[config.mk]
export PLATFORM = sky130hd
export DESIGN_NAME = pacc_unit
export DESIGN_NICKNAME = d
export VERILOG_FILES = /design/src/rtl/pacc_pkg.sv /design/src/rtl/pacc_sync.sv /design/src/rtl/pacc_count.sv /design/src/rtl/pacc_flags.sv /design/src/rtl/pacc_unit.sv
export SDC_FILE = /design/constraint.sdc
export NUM_CORES = 1
export LEC_CHECK = 0
export BUFFER_PORTS_ARGS = -buffer_cell sky130_fd_sc_hd__buf_2
export CORE_UTILIZATION = 50
export DETAILED_ROUTE_END_ITERATION = 8
export PLACE_DENSITY = 0.73
export SLEW_MARGIN = 20
export SYNTH_ARGS = -nofsm -noshare
export SYNTH_HDL_FRONTEND = slang
export SYNTH_SLANG_ARGS = --single-unit
[constraint.sdc]
create_clock -name clk -period 1.7 [get_ports clk]
set_input_delay 0.17 -clock clk [delete_from_list [all_inputs] [get_ports clk]]
set_output_delay 0.17 -clock clk [all_outputs]
set_load 0.05 [all_outputs]
[src/rtl/pacc_pkg.sv]
package pacc_pkg;

  typedef enum logic [1:0] {
    A_CTRL = 2'd0,
    A_FLAG = 2'd1,
    A_CHI  = 2'd2,
    A_CLO  = 2'd3
  } pacc_addr_e;

  typedef struct packed {
    logic edge_ie;
    logic ovf_ie;
    logic fast;
    logic sat;
    logic split;
    logic pol;
    logic gated;
    logic en;
  } pacc_ctrl_t;

  localparam int FLG_EDGE = 0;
  localparam int FLG_OVF  = 1;

endpackage

[src/rtl/pacc_sync.sv]
module pacc_sync #(
  parameter int W = 2
) (
  input  logic         clk,
  input  logic         rst_n,
  input  logic [W-1:0] raw,
  output logic [W-1:0] lvl,
  output logic [W-1:0] rise,
  output logic [W-1:0] fall
);
  logic [W-1:0] s1_q, s2_q, prev_q;

  always_ff @(posedge clk or negedge rst_n) begin
    if (!rst_n) begin
      s1_q   <= '0;
      s2_q   <= '0;
      prev_q <= '0;
    end else begin
      s1_q   <= raw;
      s2_q   <= s1_q;
      prev_q <= s2_q;
    end
  end

  assign lvl  = s2_q;
  assign rise = s2_q & ~prev_q;
  assign fall = ~s2_q & prev_q;


  edge_single_chk: assert property (@(posedge clk) disable iff (!rst_n)
    (rise != '0) |=> ((rise & $past(rise)) == '0));

endmodule

[src/rtl/pacc_count.sv]
module pacc_count #(
  parameter int BW = 8
) (
  input  logic          clk,
  input  logic          rst_n,
  input  logic          split,
  input  logic          sat,
  input  logic          lo_step,
  input  logic          hi_step,
  input  logic          wr_hi,
  input  logic          wr_lo,
  input  logic [BW-1:0] wdata,
  output logic [BW-1:0] hi_q,
  output logic [BW-1:0] lo_q,
  output logic          wrap_evt
);
  localparam int CW = 2 * BW;
  localparam logic [BW-1:0] BMAX = {BW{1'b1}};

  function automatic logic [CW:0] chain_inc(logic [BW-1:0] h, logic [BW-1:0] l);
    return {1'b0, h, l} + 1'b1;
  endfunction

  function automatic logic [BW:0] upper_inc(logic [BW-1:0] h, logic s);
    if (s && h == BMAX) return {1'b1, h};
    return {1'b0, h} + 1'b1;
  endfunction

  logic [CW:0]   chain;
  logic [BW:0]   up;
  logic [BW-1:0] hi_d, lo_d;
  logic          wrap_raw;

  always_comb begin
    chain    = chain_inc(hi_q, lo_q);
    up       = upper_inc(hi_q, sat);
    hi_d     = hi_q;
    lo_d     = lo_q;
    wrap_raw = 1'b0;
    if (!split) begin
      if (lo_step) begin
        {hi_d, lo_d} = chain[CW-1:0];
        wrap_raw     = chain[CW];
      end
    end else begin
      if (lo_step) lo_d = lo_q + 1'b1;
      if (hi_step) begin
        hi_d     = up[BW-1:0];
        wrap_raw = up[BW];
      end
    end
    if (wr_hi) hi_d = wdata;
    if (wr_lo) lo_d = wdata;
  end

  assign wrap_evt = wrap_raw & ~wr_hi & (split | ~wr_lo);

  always_ff @(posedge clk or negedge rst_n) begin
    if (!rst_n) begin
      hi_q <= '0;
      lo_q <= '0;
    end else begin
      hi_q <= hi_d;
      lo_q <= lo_d;
    end
  end


  chain_wrap_chk: assert property (@(posedge clk) disable iff (!rst_n)
    (!split && lo_step && hi_q == BMAX && lo_q == BMAX && !wr_hi && !wr_lo)
      |=> (hi_q == '0 && lo_q == '0));


  sat_hold_chk: assert property (@(posedge clk) disable iff (!rst_n)
    (split && sat && hi_step && hi_q == BMAX && !wr_hi) |=> (hi_q == BMAX));

endmodule

[src/rtl/pacc_flags.sv]
module pacc_flags (
  input  logic       clk,
  input  logic       rst_n,
  input  logic [1:0] set,
  input  logic       wr_flag,
  input  logic [1:0] wbits,
  input  logic       fast,
  input  logic       rd_cnt,
  output logic [1:0] flg
);
  logic [1:0] clr;

  always_comb begin
    if (fast) clr = {2{rd_cnt}};
    else      clr = wr_flag ? wbits : 2'b00;
  end

  always_ff @(posedge clk or negedge rst_n) begin
    if (!rst_n) flg <= 2'b00;
    else        flg <= (flg & ~clr) | set;
  end


  set_wins_chk: assert property (@(posedge clk) disable iff (!rst_n)
    (set != 2'b00) |=> ((flg & $past(set)) == $past(set)));


  fast_hold_chk: assert property (@(posedge clk) disable iff (!rst_n)
    (fast && !rd_cnt) |=> ((flg & $past(flg)) == $past(flg)));

endmodule

[src/rtl/pacc_unit.sv]
module pacc_unit
  import pacc_pkg::*;
#(
  parameter int BW = 8
) (
  input  logic          clk,
  input  logic          rst_n,
  input  logic          bus_sel,
  input  logic          bus_wr,
  input  logic [1:0]    bus_addr,
  input  logic [BW-1:0] bus_wdata,
  output logic [BW-1:0] bus_rdata,
  input  logic          evt_in,
  input  logic          aux_in,
  input  logic          tick_in,
  output logic          irq_ovf,
  output logic          irq_edge
);
  pacc_ctrl_t    ctrl_q;
  logic [1:0]    lvl, rise, fall;
  logic          ev_act, aux_act, gate_on, gate_trail;
  logic          lo_step, hi_step, edge_set, wrap_evt;
  logic          wr_ctrl, wr_flag, wr_hi, wr_lo, rd_cnt;
  logic [BW-1:0] hi_q, lo_q;
  logic [1:0]    flg;

  assign wr_ctrl = bus_sel & bus_wr & (bus_addr == A_CTRL);
  assign wr_flag = bus_sel & bus_wr & (bus_addr == A_FLAG);
  assign wr_hi   = bus_sel & bus_wr & (bus_addr == A_CHI);
  assign wr_lo   = bus_sel & bus_wr & (bus_addr == A_CLO);
  assign rd_cnt  = bus_sel & ~bus_wr & ((bus_addr == A_CHI) | (bus_addr == A_CLO));

  always_ff @(posedge clk or negedge rst_n) begin
    if (!rst_n)       ctrl_q <= '0;
    else if (wr_ctrl) ctrl_q <= pacc_ctrl_t'(bus_wdata[7:0]);
  end

  pacc_sync #(.W(2)) u_sync (
    .clk(clk), .rst_n(rst_n), .raw({aux_in, evt_in}),
    .lvl(lvl), .rise(rise), .fall(fall)
  );

  assign ev_act     = ctrl_q.pol ? fall[0] : rise[0];
  assign aux_act    = ctrl_q.pol ? fall[1] : rise[1];
  assign gate_on    = lvl[0] ^ ctrl_q.pol;
  assign gate_trail = ctrl_q.pol ? rise[0] : fall[0];

  assign lo_step  = ctrl_q.en & (ctrl_q.gated ? (tick_in & gate_on) : ev_act);
  assign hi_step  = ctrl_q.en & ctrl_q.split & aux_act;
  assign edge_set = ctrl_q.en & (ctrl_q.gated ? gate_trail : ev_act);

  pacc_count #(.BW(BW)) u_cnt (
    .clk(clk), .rst_n(rst_n), .split(ctrl_q.split), .sat(ctrl_q.sat),
    .lo_step(lo_step), .hi_step(hi_step), .wr_hi(wr_hi), .wr_lo(wr_lo),
    .wdata(bus_wdata), .hi_q(hi_q), .lo_q(lo_q), .wrap_evt(wrap_evt)
  );

  pacc_flags u_flg (
    .clk(clk), .rst_n(rst_n), .set({wrap_evt, edge_set}),
    .wr_flag(wr_flag), .wbits(bus_wdata[1:0]), .fast(ctrl_q.fast),
    .rd_cnt(rd_cnt), .flg(flg)
  );

  always_comb begin
    case (bus_addr)
      A_CTRL:  bus_rdata = BW'(ctrl_q);
      A_FLAG:  bus_rdata = {{(BW-2){1'b0}}, flg};
      A_CHI:   bus_rdata = hi_q;
      default: bus_rdata = lo_q;
    endcase
  end

  assign irq_ovf  = flg[FLG_OVF]  & ctrl_q.ovf_ie;
  assign irq_edge = flg[FLG_EDGE] & ctrl_q.edge_ie;

endmodule

# Word level (Yosys, flattened, before mapping)
# Cells that the tools add are included.
# W data, S select, Z words.
dict set report op_classes {
  addsub 3
  muxes 22
  n_reduce_logical 5
  bitwise 29
  n_eq_ne 6
}
# operator count
set op_table {}
lappend op_table {{$mux W8} 8}
lappend op_table {{$pmux W8 S3} 1}
lappend op_table {{$mux W9} 2}
lappend op_table {{$add A16 B1 Y17 const B} 1}
lappend op_table {{$and A1 B1 Y1} 16}
lappend op_table {{$add A8 B1 Y9 const B} 1}
lappend op_table {{$mux W1} 9}
lappend op_table {{$add A8 B1 Y8 const B} 1}
lappend op_table {{$eq A8 B8 Y1 const B} 1}
lappend op_table {{$and A2 B2 Y2} 3}
lappend op_table {{$not A2 Y2} 3}
lappend op_table {{$eq A2 B2 Y1 const B} 2}
lappend op_table {{$mux W2} 2}
lappend op_table {{$ne A4 B3 Y1 const B} 1}
lappend op_table {{$ne A3 B1 Y1 const B} 1}
lappend op_table {{$not A1 Y1} 3}
lappend op_table {{$reduce_and A3 Y1} 1}
lappend op_table {{$reduce_bool A3 Y1} 1}
lappend op_table {{$eq A2 B1 Y1 const B} 1}
lappend op_table {{$logic_not A2 Y1} 1}
lappend op_table {{$or A1 B1 Y1} 2}
lappend op_table {{$or A2 B2 Y2} 1}
lappend op_table {{$reduce_bool A2 Y1} 1}
lappend op_table {{$logic_and A1 B1 Y1} 1}
lappend op_table {{$xor A1 B1 Y1} 1}
dict set report word_totals {
  regBits 32
  input_bits 17
  elab_cells 79
  output_inout_bits 10
}

# Logic depth before layout (Yosys ltp)
dict set report depth {
  ltp_word 10
  ltp_mapped 7
  ltp_nobuf 6
}

# Modules after synthesis
# A second synthesis with hierarchy kept.
dict set report unflattened {
  hier_cells 199
  area_unflattened_um2 1965.6
}
# mod area_per_inst_um2 cells_each seq_area_each_um2 n_inst
set by_module_without_submodules {}
lappend by_module_without_submodules {pacc_count 1069.8 123 400.4 1}
lappend by_module_without_submodules {pacc_unit 624.3 59 200.2 1}
lappend by_module_without_submodules {pacc_sync 185.2 10 150.1 1}
lappend by_module_without_submodules {pacc_flags 86.3 7 50.0 1}

# Least setup slack after synthesis
# Ideal clock, no wire load.
dict set report synth_path {
  kind {register -> register}
  startpoint {register u_cnt.hi_q[0]}
  endpoint {register u_cnt.hi_q[3]}
  required_ps 1559
  t_arrival_ps 1616
  setup_time_ps 141
  stages_incl_launch_ff 8
  period_less_slack_ps 1757
  path_buffers 1
  setup_slack_ps -57
  cell_sequence {dfrtp_1 > ha_1 > and3_1 > nand3_1 > a21oi_4 > and2_4 > buf_6 > o221ai_2}
}
dict set report synth_via {
  elab_chain_cells 7
  elab_cells_between_ends 12
  cone_classes {add/sub (2); eq/ne (2); mux (6); reduce/logical (2)}
}
# item line_no
set synth_lines {}
lappend synth_lines {{start, declared} pacc_count.sv:13} ;# output logic [BW-1:0] hi_q,
lappend synth_lines {{start signal, assigned} pacc_count.sv:63} ;# hi_q <= hi_d;
lappend synth_lines {{parallel branches: the longest is 7 deep, another holds $add A16 B1 Y17} -}
# Several ways; the timed one is not identified. The select of a mux whose other input is x is not followed.
# A chain may end at the register's enable or synchronous reset.

# Worst setup path after layout
dict set report layout_path {
  startpoint {register u_cnt.hi_q[2]}
  endpoint {output bus_rdata[2]}
}
dict set report layout_via {
  elab_chain_cells 1
}
# item line_no
set layout_lines {}
lappend layout_lines {{$pmux W8 S3} pacc_unit.sv:65} ;# case (bus_addr)
lappend layout_lines {{end, declared} pacc_unit.sv:12} ;# output logic [BW-1:0] bus_rdata,
# Every way passes these cells.

==> impl_metrics.yaml <==
cells_and_area:
  stdcell_count: 336
  antennaDiodeCount: 0
  syn2layout_area_growth_pct: 34.9
  finalNetCount: 304
  final_cell_area_mm2: 0.00284
  final_layout_size_suffix_gt1_share_pct: 44.1
clocking:
  cts.sinks: 32
  cts-root-buf: "clkbuf_8"
  clk_pin_slew_ns: 0.07
  numCtsBuffers: 5
  ctsHtreeMaxLevel: 2
  cts_buffer_depth: 2
  clkLatencyLatePin_ns: 0.29
  cts_tree: "done"
placement:
  port_buffers: 26
  placed_cells: 316
  dp_hpwl_mm: 4.41
  gp_congestion: 0.958
  place_area_mm2: 0.00252
yosys:
  synth_cells: 214
  yosys.area_share.xor_xnor_pct: 4.99
  synthAdderAreaFrac_pct: 1.19
  netlist_area_mm2: 0.00211
  yosysTopAreaCellShare_pct: 38.0
  ys_seq_area_share_pct: 38.0
  synth_compound_area_share_pct: 20.7
  synth_cell_types: 55
  yosys_register_bits: 32
  yosys_warnings: 0
  synth_top_area_cell: "dfrtp_1"
  synth_edf_count: 0
  synthFlopType: "dfrtp_1"
  async_flop_share_pct: 100
  syn_nets: 233
  ys_top_cells_by_area: "dfrtp_1, mux2_2, xor2_1"
  synthTopCellsByCount: "dfrtp_1, nor2_1, a21oi_1, nand2_1, nand3_1"
  yosysMostFrequentCell: "dfrtp_1"
  synth-simple-area-share_pct: 22.1
  synth_mux_area_share_pct: 9.02
  synth_area_per_cell_um2: 9.85
  synth_top_family_by_area: "simple AND/OR/NAND/NOR gates"
timing:
  finalSetupViolCount: 1
  tns_ns: -0.00200
  fin_worst_skew_ns: 0.00439
  fin_crit_ns: 1.70
  rsz0062_at_grt: "yes"
  max_slew_margin_pct: 50.1
  finalMaxSlewViolations: 0
  setup_slack_ns: -0.00200
  whs_ns: 0.153
  fin_crit_sh_pct: 100
  hold_viol: 0
  tightest_slew_ns: 0.749
  fmax_ghz: 0.588
grt:
  antenna_found_initial: 0
  grt_pass1_wl_mm: 9.71
  track_usage_pct: 30.0
  grt_start_max_net_pins: 33
  overflow: 0
  grt_pass1_vias: 2008
floorplanning:
  start_util_pct: 52.3
  die_area_mm2: 0.00448
  die_height_um: 66.9
  core-area_mm2: 0.00403
  fp.dieW_um: 66.9
  io_pins: 27
  num_rows: 23
worst_setup_path:
  critical_path.max_fanout: 4
  crit_type: "reg -> out"
  cp.required_ns: 1.53
  cp-start-kind: "register"
  arrival_ns: 1.53
  setup.worst_path.end_class: "output port"
detailed_routing:
  ant_nets: 0
  totalWireLength_mm: 6.48
  routed_via_density: 6.11
  firstDrtPassIters: 6
  drt_iter0_drc: 181
  avgRoutedWirePerCell_um: 19.3
  vias: 2054
  route.detailed.drc: 0
power:
  leakage_nw: 1.19
  total_power_mw: 4.04
  power_density_mw_per_mm2: 1420
  vdd_drop_max_mv: 0.737
outcome:
  status: "complete, but fails checks"
  violations: "setup timing"
worst_hold_path:
  hold_class: "in -> reg"
run:
  maxCapViolations: 0
## cells in the final DEF, fill, tap and decap left out, drive strengths merged, types with 3 or more instances in the layout
cell         synthesis  final
dlygate4sd3          0      3
nand4                9      9
dfrtp               32     32
and3                 4      4
o21ai                7      7
buf                  8     72
inv                  5      5
xnor2                3      3
clkbuf               3      8
o22ai                3      3
nand2               14     14
nor3                 4      4
a21oi               17     17
and2                 5      5
nor2                17     17
a22o                 9      9
xor2                 9      9
mux2                12     12
nand3               15     15
## path summary, 6_finish.rpt
| path | startpoint | end | slack (ns) | cells past startpoint |
|---|---|---|---|---|
| setup / recovery | u_cnt.hi_q[2] | bus_rdata[2] | -0.002 | 4 |
| hold / removal | bus_wdata[3] | ctrl_q[3] | 0.15 | 3 |
| setup reg to reg | u_cnt.hi_q[1] | u_cnt.hi_q[1] | 0.02 | 6 |
| hold reg to reg | u_sync.s1_q[1] | u_sync.lvl[1] | 0.35 | 0 |
| max in group asynchronous | rst_n | ctrl_q[2] | 0.70 | 2 |
| min in group asynchronous | rst_n | ctrl_q[3] | 0.48 | 2 |
## stage by stage
stage	utilization (%)	setup WS [ns]
after floorplan	-	0.00247
after global placement	62.5	0.0543
after detailed placement	62.5	-0.00715
after CTS	66.4	-0.0138
after global routing	70.6	-0.0458
final	70.6	-0.00200
## report_power, final
group	switching, mW	leakage [nW]	internal, mW
Clock	0.292	0.0455	0.330
Sequential	0.230	0.363	0.988
Combinational	1.17	0.785	1.02
## critical path, stage by stage (launching register included)
cell     delay (ns)
dfrtp_1        0.39
buf_4          0.16
mux2_2         0.28
a22o_4         0.27
buf_8          0.15
## layout make-up
cell class / instances / area [um^2]
timing repair buffer: 75 / 567
multi-input combinational: 166 / 1300
sequential: 32 / 806
clock buffer: 8 / 90.1
tap: 50 / 62.6
fill: 316 / 1180
inverter: 5 / 18.8
## logic make-up after synthesis
logic type | count (synthesis)
adders and majority gates | 2
DFF | 32
muxes | 15
and+or+nand+nor | 84
AOI/OAI and AO/OA | 53
buffers and inverters | 16
xor gates and xnor gates | 12
## state kept, by name (all words and copies together), names as in the netlist
register and cells:
u_sync.lvl 2, u_sync.prev_q 2, u_sync.s1_q 2, u_cnt.hi_q 8, ctrl_q 8, u_flg.flg 2, u_cnt.lo_q 8
## metal layers
metal,part of all wire [%],track usage [%]
met5,0,0
met4,3.3,13.3
met3,6.5,6.85
met2,49,46.5
met1,42,39.4
## what timing repair did
| item | in CTS | in global routing |
|---|---|---|
| setup buffers | 2 | 7 |
| endpoints found under the hold margin | 34 | 0 |
| resized for setup | 8 | 32 |
| endpoints found under the setup margin | 6 | 21 |
| pin swaps | 0 | 18 |
| hold buffers | 3 | 0 |
Power figures use the tool's default switching activity.
